`src/rtl/svc_wdg_pkg.sv`:
```
package svc_wdg_pkg;

    parameter int unsigned DATA_W = 32;
    parameter int unsigned ADDR_W = 8;
    parameter int unsigned MODE_W = 2;

    localparam logic [ADDR_W-1:0] OFF_CTRL = ADDR_W'(8'h00);
    localparam logic [ADDR_W-1:0] OFF_TMO  = ADDR_W'(8'h08);
    localparam logic [ADDR_W-1:0] OFF_SVC  = ADDR_W'(8'h10);
    localparam logic [ADDR_W-1:0] OFF_CNT  = ADDR_W'(8'h14);

    localparam logic [DATA_W-1:0] KEY_FIRST  = DATA_W'(32'h0000_A602);
    localparam logic [DATA_W-1:0] KEY_SECOND = DATA_W'(32'h0000_B480);
    localparam logic [DATA_W-1:0] LOAD_FLOOR = DATA_W'(32'h0000_0100);

    localparam int unsigned BIT_EN      = 0;
    localparam int unsigned BIT_DBGFRZ  = 1;
    localparam int unsigned BIT_STOPHLD = 2;
    localparam int unsigned BIT_MODE_LO = 9;

    typedef struct packed {
        logic [MODE_W-1:0] mode;
        logic              stop_hold;
        logic              dbg_frz;
        logic              enable;
    } ctrl_t;

    typedef enum logic {
        KS_IDLE  = 1'b0,
        KS_ARMED = 1'b1
    } keyst_e;

    function automatic logic [DATA_W-1:0] ctrl_to_word(input ctrl_t c);
        logic [DATA_W-1:0] w;
        w = '0;
        w[BIT_EN]                  = c.enable;
        w[BIT_DBGFRZ]              = c.dbg_frz;
        w[BIT_STOPHLD]             = c.stop_hold;
        w[BIT_MODE_LO +: MODE_W]   = c.mode;
        return w;
    endfunction

    function automatic ctrl_t word_to_ctrl(input logic [DATA_W-1:0] w);
        ctrl_t c;
        c.enable    = w[BIT_EN];
        c.dbg_frz   = w[BIT_DBGFRZ];
        c.stop_hold = w[BIT_STOPHLD];
        c.mode      = w[BIT_MODE_LO +: MODE_W];
        return c;
    endfunction

    function automatic logic [DATA_W-1:0] clamp_load(
        input logic [DATA_W-1:0] raw,
        input logic [DATA_W-1:0] floor_v
    );
        return (raw < floor_v) ? floor_v : raw;
    endfunction

endpackage

```
`src/rtl/svc_wdg_regs.sv`:
```
module svc_wdg_regs
    import svc_wdg_pkg::*;
#(
    parameter logic [DATA_W-1:0] TMO_RESET = DATA_W'(32'h0000_1000)
) (
    input  logic              clk,
    input  logic              rst,
    input  logic [ADDR_W-1:0] addr_i,
    input  logic              we_i,
    input  logic [DATA_W-1:0] wdata_i,
    input  logic [DATA_W-1:0] cnt_i,
    output ctrl_t             ctrl_o,
    output logic [DATA_W-1:0] tmo_o,
    output logic              en_rise_o,
    output logic              svc_wr_o,
    output logic [DATA_W-1:0] rdata_o
);

    ctrl_t             ctrl_q;
    logic [DATA_W-1:0] tmo_q;
    logic              ctrl_wr;
    logic              tmo_wr;

    assign ctrl_wr  = we_i && (addr_i == OFF_CTRL);
    assign tmo_wr   = we_i && (addr_i == OFF_TMO);
    assign svc_wr_o = we_i && (addr_i == OFF_SVC);

    assign en_rise_o = ctrl_wr && wdata_i[BIT_EN] && !ctrl_q.enable;

    always_ff @(posedge clk) begin
        if (rst) begin
            ctrl_q <= '0;
            tmo_q  <= TMO_RESET;
        end else begin
            if (ctrl_wr) begin
                ctrl_q <= word_to_ctrl(wdata_i);
            end
            if (tmo_wr) begin
                tmo_q <= wdata_i;
            end
        end
    end

    always_comb begin
        unique case (addr_i)
            OFF_CTRL: rdata_o = ctrl_to_word(ctrl_q);
            OFF_TMO:  rdata_o = tmo_q;
            OFF_CNT:  rdata_o = ctrl_q.enable ? '0 : cnt_i;
            default:  rdata_o = '0;
        endcase
    end

    assign ctrl_o = ctrl_q;
    assign tmo_o  = tmo_q;


    ctrl_wb_chk: assert property (@(posedge clk) disable iff (rst)
        ctrl_wr |=> (ctrl_to_word(ctrl_q) == ($past(wdata_i) & ctrl_to_word('1))));

endmodule

```
`src/rtl/svc_wdg_keyseq.sv`:
```
module svc_wdg_keyseq
    import svc_wdg_pkg::*;
(
    input  logic              clk,
    input  logic              rst,
    input  logic              svc_wr_i,
    input  logic [DATA_W-1:0] svc_data_i,
    output logic              match_o
);

    keyst_e state_q;
    keyst_e state_d;

    always_comb begin
        state_d = state_q;
        match_o = 1'b0;
        if (svc_wr_i) begin
            if ((state_q == KS_ARMED) && (svc_data_i == KEY_SECOND)) begin
                match_o = 1'b1;
                state_d = KS_IDLE;
            end else if (svc_data_i == KEY_FIRST) begin
                state_d = KS_ARMED;
            end else begin
                state_d = KS_IDLE;
            end
        end
    end

    always_ff @(posedge clk) begin
        if (rst) begin
            state_q <= KS_IDLE;
        end else begin
            state_q <= state_d;
        end
    end


    seq_done_chk: assert property (@(posedge clk) disable iff (rst)
        match_o |=> (state_q == KS_IDLE));


    first_key_arms_chk: assert property (@(posedge clk) disable iff (rst)
        (svc_wr_i && svc_data_i == KEY_FIRST) |=> (state_q == KS_ARMED));

endmodule

```
`src/rtl/svc_wdg_counter.sv`:
```
module svc_wdg_counter
    import svc_wdg_pkg::*;
#(
    parameter logic [DATA_W-1:0] MIN_LOAD = LOAD_FLOOR
) (
    input  logic              clk,
    input  logic              rst,
    input  logic              en_i,
    input  logic              hold_i,
    input  logic              load_i,
    input  logic [DATA_W-1:0] load_val_i,
    output logic [DATA_W-1:0] cnt_o,
    output logic              expired_o
);

    logic [DATA_W-1:0] cnt_q;
    logic              expired_q;
    logic              at_zero;

    assign at_zero = (cnt_q == '0);

    always_ff @(posedge clk) begin
        if (rst) begin
            cnt_q     <= '0;
            expired_q <= 1'b0;
        end else begin
            if (load_i) begin
                cnt_q <= load_val_i;
            end else if (en_i && !hold_i && !at_zero) begin
                cnt_q <= cnt_q - 1'b1;
            end
            if (en_i && at_zero && !load_i) begin
                expired_q <= 1'b1;
            end
        end
    end

    assign cnt_o     = cnt_q;
    assign expired_o = expired_q;


    load_takes_chk: assert property (@(posedge clk) disable iff (rst)
        load_i |=> (cnt_q == $past(load_val_i)));


    load_floor_chk: assert property (@(posedge clk) disable iff (rst)
        load_i |=> (cnt_q >= MIN_LOAD));


    step_down_chk: assert property (@(posedge clk) disable iff (rst)
        (en_i && !hold_i && !load_i && !at_zero) |=> (cnt_q == $past(cnt_q) - 1'b1));


    pause_hold_chk: assert property (@(posedge clk) disable iff (rst)
        (en_i && hold_i && !load_i) |=> $stable(cnt_q));


    idle_hold_chk: assert property (@(posedge clk) disable iff (rst)
        (!en_i && !load_i) |=> $stable(cnt_q));


    sticky_exp_chk: assert property (@(posedge clk) disable iff (rst)
        expired_q |=> expired_q);

endmodule

```
`src/rtl/svc_watchdog.sv`:
```
module svc_watchdog
    import svc_wdg_pkg::*;
#(
    parameter logic [DATA_W-1:0] TMO_RESET = DATA_W'(32'h0000_1000),
    parameter logic [DATA_W-1:0] MIN_LOAD  = LOAD_FLOOR
) (
    input  logic              clk,
    input  logic              rst,
    input  logic [ADDR_W-1:0] bus_addr,
    input  logic              bus_we,
    input  logic [DATA_W-1:0] bus_wdata,
    output logic [DATA_W-1:0] bus_rdata,
    input  logic              dbg_halt,
    input  logic              lp_stop,
    output logic              wdg_expired
);

    ctrl_t             ctrl;
    logic [DATA_W-1:0] tmo_raw;
    logic [DATA_W-1:0] cnt;
    logic              en_rise;
    logic              svc_wr;
    logic              key_match;
    logic              load;
    logic              hold;

    svc_wdg_regs #(
        .TMO_RESET (TMO_RESET)
    ) u_regs (
        .clk       (clk),
        .rst       (rst),
        .addr_i    (bus_addr),
        .we_i      (bus_we),
        .wdata_i   (bus_wdata),
        .cnt_i     (cnt),
        .ctrl_o    (ctrl),
        .tmo_o     (tmo_raw),
        .en_rise_o (en_rise),
        .svc_wr_o  (svc_wr),
        .rdata_o   (bus_rdata)
    );

    svc_wdg_keyseq u_keyseq (
        .clk        (clk),
        .rst        (rst),
        .svc_wr_i   (svc_wr),
        .svc_data_i (bus_wdata),
        .match_o    (key_match)
    );

    assign load = en_rise || (key_match && ctrl.enable);
    assign hold = (ctrl.dbg_frz && dbg_halt) || (ctrl.stop_hold && lp_stop);

    svc_wdg_counter #(
        .MIN_LOAD (MIN_LOAD)
    ) u_counter (
        .clk        (clk),
        .rst        (rst),
        .en_i       (ctrl.enable),
        .hold_i     (hold),
        .load_i     (load),
        .load_val_i (clamp_load(tmo_raw, MIN_LOAD)),
        .cnt_o      (cnt),
        .expired_o  (wdg_expired)
    );


    cnt_hidden_chk: assert property (@(posedge clk) disable iff (rst)
        (ctrl.enable && bus_addr == OFF_CNT) |-> (bus_rdata == '0));


    tmo_no_reload_chk: assert property (@(posedge clk) disable iff (rst)
        (bus_we && bus_addr == OFF_TMO && ctrl.enable) |-> !load);

endmodule

```
`config.mk`:
```
export PLATFORM = sky130hd
export DESIGN_NAME = svc_watchdog
export DESIGN_NICKNAME = d
export VERILOG_FILES = /design/src/rtl/svc_wdg_pkg.sv /design/src/rtl/svc_wdg_regs.sv /design/src/rtl/svc_wdg_keyseq.sv /design/src/rtl/svc_wdg_counter.sv /design/src/rtl/svc_watchdog.sv
export SDC_FILE = /design/constraint.sdc
export NUM_CORES = 1
export LEC_CHECK = 0
export CAP_MARGIN = 20
export CORE_MARGIN = 5
export CORE_UTILIZATION = 25
export CTS_CLUSTER_DIAMETER = 200
export DETAILED_ROUTE_END_ITERATION = 12
export HOLD_SLACK_MARGIN = 0.02
export MAX_ROUTING_LAYER = met4
export SLEW_MARGIN = 5
export SYNTH_ARGS = -nofsm -noshare
export SYNTH_HDL_FRONTEND = slang
export SYNTH_HIERARCHICAL = 1
export SYNTH_SLANG_ARGS = --single-unit
```
`constraint.sdc`:
```
create_clock -name clk -period 7.3 [get_ports clk]
set_input_delay 2.19 -clock clk [delete_from_list [all_inputs] [get_ports clk]]
set_output_delay 2.19 -clock clk [all_outputs]
set_load 0.01 [all_outputs]
```
# Word-level counts from Yosys, hierarchy flattened
# Index checks and enable logic that the tools add are counted.
[totals]
reg_bits = 71
latchBits = 0
ramBits = 0
rom_bits = 0
inputBits = 45
out_inout_bits = 33
n_memories = 0
[classes]
add_sub_neg = 1
n_mul = 0
div_mod_pow = 0
order_cmp = 1
n_eq_ne = 5
shifts = 0
muxes = 9
bitwise = 0
reduce_logical = 22
[op_table]
columns = ["cell", "count"]
rows = [
  ["2-to-1 mux 32 bit", 4],
  ["one-hot mux 32 bit (3 select lines)", 1],
  ["== test 32 x 16 -> 1 bit, second input constant", 2],
  ["logical NOT 32 bit", 1],
  ["< comparator 32 x 9 -> 1 bit, second input constant", 1],
  ["subtractor 32 x 1 -> 32 bit, second input constant", 1],
  ["== test 8 x 5 -> 1 bit, second input constant", 2],
  ["logical AND 1 bit", 13],
  ["== test 8 x 4 -> 1 bit, second input constant", 1],
  ["logical NOT 8 bit", 1],
  ["logical NOT 1 bit", 4],
  ["2-to-1 mux 1 bit", 4],
  ["logical OR 1 bit", 2],
  ["nonzero test 2 bit", 1],
]

# Longest topological paths before layout
[depth]
depth_word = 8
mapped_depth = 13

# Hierarchy
# The synthesis kept the hierarchy.
[by_module_without_submodules]
columns = ["module", "instances", "cells_per_inst", "area_per_inst_um2"]
rows = [
  ["svc_wdg_regs", 1, 217, 2142.1],
  ["svc_wdg_counter", 1, 263, 2078.2],
  ["svc_watchdog", 1, 43, 256.5],
  ["svc_wdg_keyseq", 1, 17, 143.9],
]

# Worst setup path after synthesis
# No wires, ideal clock.
[synth_path]
kind = "input-to-output"
start = "input bus_addr[5]"
end = "output bus_rdata[0]"
arrival_ns = 3.553
t_required_ns = 5.110
path_slack_ns = 1.557
stages = 5
n_path_buf = 2
path_cell_list = "or4_4 > buf_6 > nor4_4 > buf_2 > a221o_1"
[synth_between]
elab_chain_cells = 2
elab_cells_between_ends = 4
cone_classes = "eq/ne: 2; mux: 1; reduce/logical: 1"
[synth_lines]
columns = ["element", "line_no", "text"]
rows = [
  ["from (decl)", "svc_watchdog.sv:9", "input logic [ADDR_W-1:0] bus_addr,"],
  ["== test 8 x 5 -> 1 bit (tied with other cells)", "svc_wdg_regs.sv:45", "unique case (addr_i)"],
  ["one-hot mux 32 bit (3 select lines) (*)", "svc_wdg_regs.sv:45", ""],
  ["to (decl)", "svc_watchdog.sv:12", "output logic [DATA_W-1:0] bus_rdata,"],
]
# Every way passes the cells marked *; elsewhere a longest branch is shown, timed or not.

# Final worst setup path
[layout_path]
start = "input bus_addr[4]"
end = "output bus_rdata[8]"
# Same word-level chain as after synthesis.

==> flow_summary.ini <==
[timing]
clock.fmax_mhz = 148
finalCriticalPeriod_ns = 6.74
hold_violations = 0
finalCritPeriodShare = 0.924
final_max_slew_viol_count = 0
tightest_slew_ns = 0.977
rsz0062_at_grt = false
timing.slew.headroom = 0.344
clock_skew_ns = 0.00623
fin_tns_setup_ns = 0
setup_viol = 0

[clock_network]
cts_max_level = 3
clk_latency_ns = 0.34
cts_tree = yes
numCtsBuffers = 9
cts_resized = 0
ctsHoldBuffers = 0
clock-sinks = 71
cts_setup_buffers = 0
clkTransAtPathRegs_ns = 0.06
cts.path.max_buffers = 2
cts-root-buf = clkbuf_16

[setup_path]
arrival_ns = 4.55
worst_setup_path_end_kind = primary output
crit_slowest_cell = or4_4
worstSetupPathType = input port to primary output
worst_path_most_repeated_cell = clkdlybuf4s50_1
worst-r2r-setup-slack_ns = 4.13
reg2regPathDepth = 5
critPathMaxFanout = 32
reg2reg_to = u_counter/cnt_o[10]
r2r-start = u_counter/cnt_o[2]
cp.required_ns = 5.11
cp-start-kind = input port
crit_path_max_incr_delay_ns = 0.61
path_cells = clkdlybuf4s50_1, or4_4, nor4_4, buf_12, a22o_1, clkdlybuf4s50_1

[synth]
synth_fp_nets = 586
yosys-top-cells-area = dfxtp_1 (31%), nand2b_1 (8.5%), mux2i_1 (8.0%)
async_reset_ff_frac = 0
synth_ff_type = dfxtp_1
synth_largest_area_cell = dfxtp_1
synth_seq_cells = 71
synth-edff-count = 0
synth_area_per_cell_sq_um = 8.56
synthCells = 540
synthDistinctLibCells = 61
synth_area_sq_um = 4620
synth_warnings = 6
yosysTopAreaCellShare = 0.308
yosysSeqAreaShare = 0.308

[job]
drv_cap = 0

[global_routing]
grt_pass1_vias = 4115
grt_max_degree = 93
grt_first_pass_wirelength_um = 23100
track_usage = 0.140
antenna_found_initial = 0
grt_remaining_overflow = 0

[drt]
viasPerCell = 5.29
drtIter0Drc = 342
wl_um = 14500
ant_nets = 0
drc = 0
dr_total_vias = 4276
first_pass_iters = 4
wl_per_cell_um = 17.9

[finish]
area_growth_pct = 24.8
fin_util = 0.319
fin_nets = 620
n_fill_cell = 1867
n_antenna_cell = 0
seqCellArea_sq_um = 1420
final_common_cell = clkdlybuf4s50_1
multiInputGateArea_sq_um = 2850
final_cell_mix = clkdlybuf4s50_1 (76), dfxtp_1 (71), nand2b_1 (63)
drive_gt1_frac = 0.0846

[run_status]
status = finished clean

[worst_hold_path]
hold_class = register to register
min_to = u_keyseq/state_q
holdPathStages = 1
min_from = u_keyseq/state_q

[die]
core_sq_um = 18100
die_x_um = 146
dieArea_sq_um = 21300
die_h_um = 146
num_io_pins = 78
row_count = 49
start_util = 0.255

[placed_design]
place.gp.congestion = 0.873
port_buffers = 77
hpwl_um = 10500

[power]
max-vdd-ir-drop_v = 0.000140
power.leakage_nw = 1.93
power.density_nw_per_um2 = 161
-- report_power, final --
| part | switching (mW) | internal [mW] |
|---|---|---|
| combinational | 0.0285 | 0.0341 |
| sequential | 0.000700 | 0.388 |
| clock | 0.171 | 0.307 |
-- worst max path at each step --
stage                      from       endpoint  cells after the start
CTS                 bus_addr[4]  bus_rdata[12]                      6
detailed placement  bus_addr[4]  bus_rdata[12]                      6
floorplan           bus_addr[5]   bus_rdata[0]                      5
finish              bus_addr[4]   bus_rdata[8]                      6
global route        bus_addr[4]  bus_rdata[10]                      6
global placement    bus_addr[5]  bus_rdata[12]                      6
-- synthesized netlist by cell type, types with 11 or more instances --
master,count
nand2b_1,63
nor2_1,48
mux2i_1,37
dfxtp_1,71
inv_1,17
nand2_1,12
a311oi_1,21
a22o_1,28
nor3_1,19
o31ai_1,11
nor4_1,13
or4_1,16
clkbuf_1,46
-- layer usage --
metal / share of wire / wire (um) / track usage / vias to the layer above
li1: - / - / - / 2088
met1: 0.46 / 6670 / 0.182 / 2058
met2: 0.47 / 6750 / 0.218 / 110
met3: 0.052 / 750 / 0.0283 / 20
met4: 0.020 / 282 / 0.0423 / 0
met5: 0 / 0 / - / -
-- worst max-delay path, delay by kind of cell --
| kind | cells | cell delay (ns) |
|---|---|---|
| buffers and inverters | 3 | 1.24 |
| AND/OR/NAND/NOR | 2 | 0.89 |
| AO/OA/AOI/OAI | 1 | 0.22 |
-- kinds of logic (layout without fill, tap and decap cells) --
family	count (synthesis)	count (layout)	synth area share
adders and majority gates	1	1	0.00271
buffers and inverters	77	116	0.0761
muxes	37	37	0.0802
AOI/OAI and AO/OA	108	108	0.193
DFF	71	71	0.308
and+or+nand+nor	246	246	0.340
-- metrics by stage --
stage               total power, mW  std cells  cell area, sq um  hold WS (ns)  setup slack [ns]
CTS                           0.940        808              5770         0.468             0.553
finish                        0.930        808              5770         0.474             0.557
global placement              0.460        792              5440         0.447             0.563
detailed placement            0.460        792              5440         0.455             0.559
global route                  0.961        808              5770         0.509             0.453
floorplan                     0.424        540              4620         0.433              1.56
-- area by class of cell --
type	instances	area share
clock inverters	6	0.0145
well taps	229	0.0497
repair buffers	83	0.143
clock buffers	10	0.0414
inverters	17	0.0111
flip-flops and latches	71	0.247
multi-input cells	392	0.494
-- state kept, by name (all words and copies together), names as in the netlist --
signal	cells
u_regs/ctrl_o	5
u_keyseq/state_q	1
u_counter/cnt_o	32
u_counter/expired_o	1
u_regs/tmo_o	32
No activity file was read; power rests on OpenSTA's default activity.
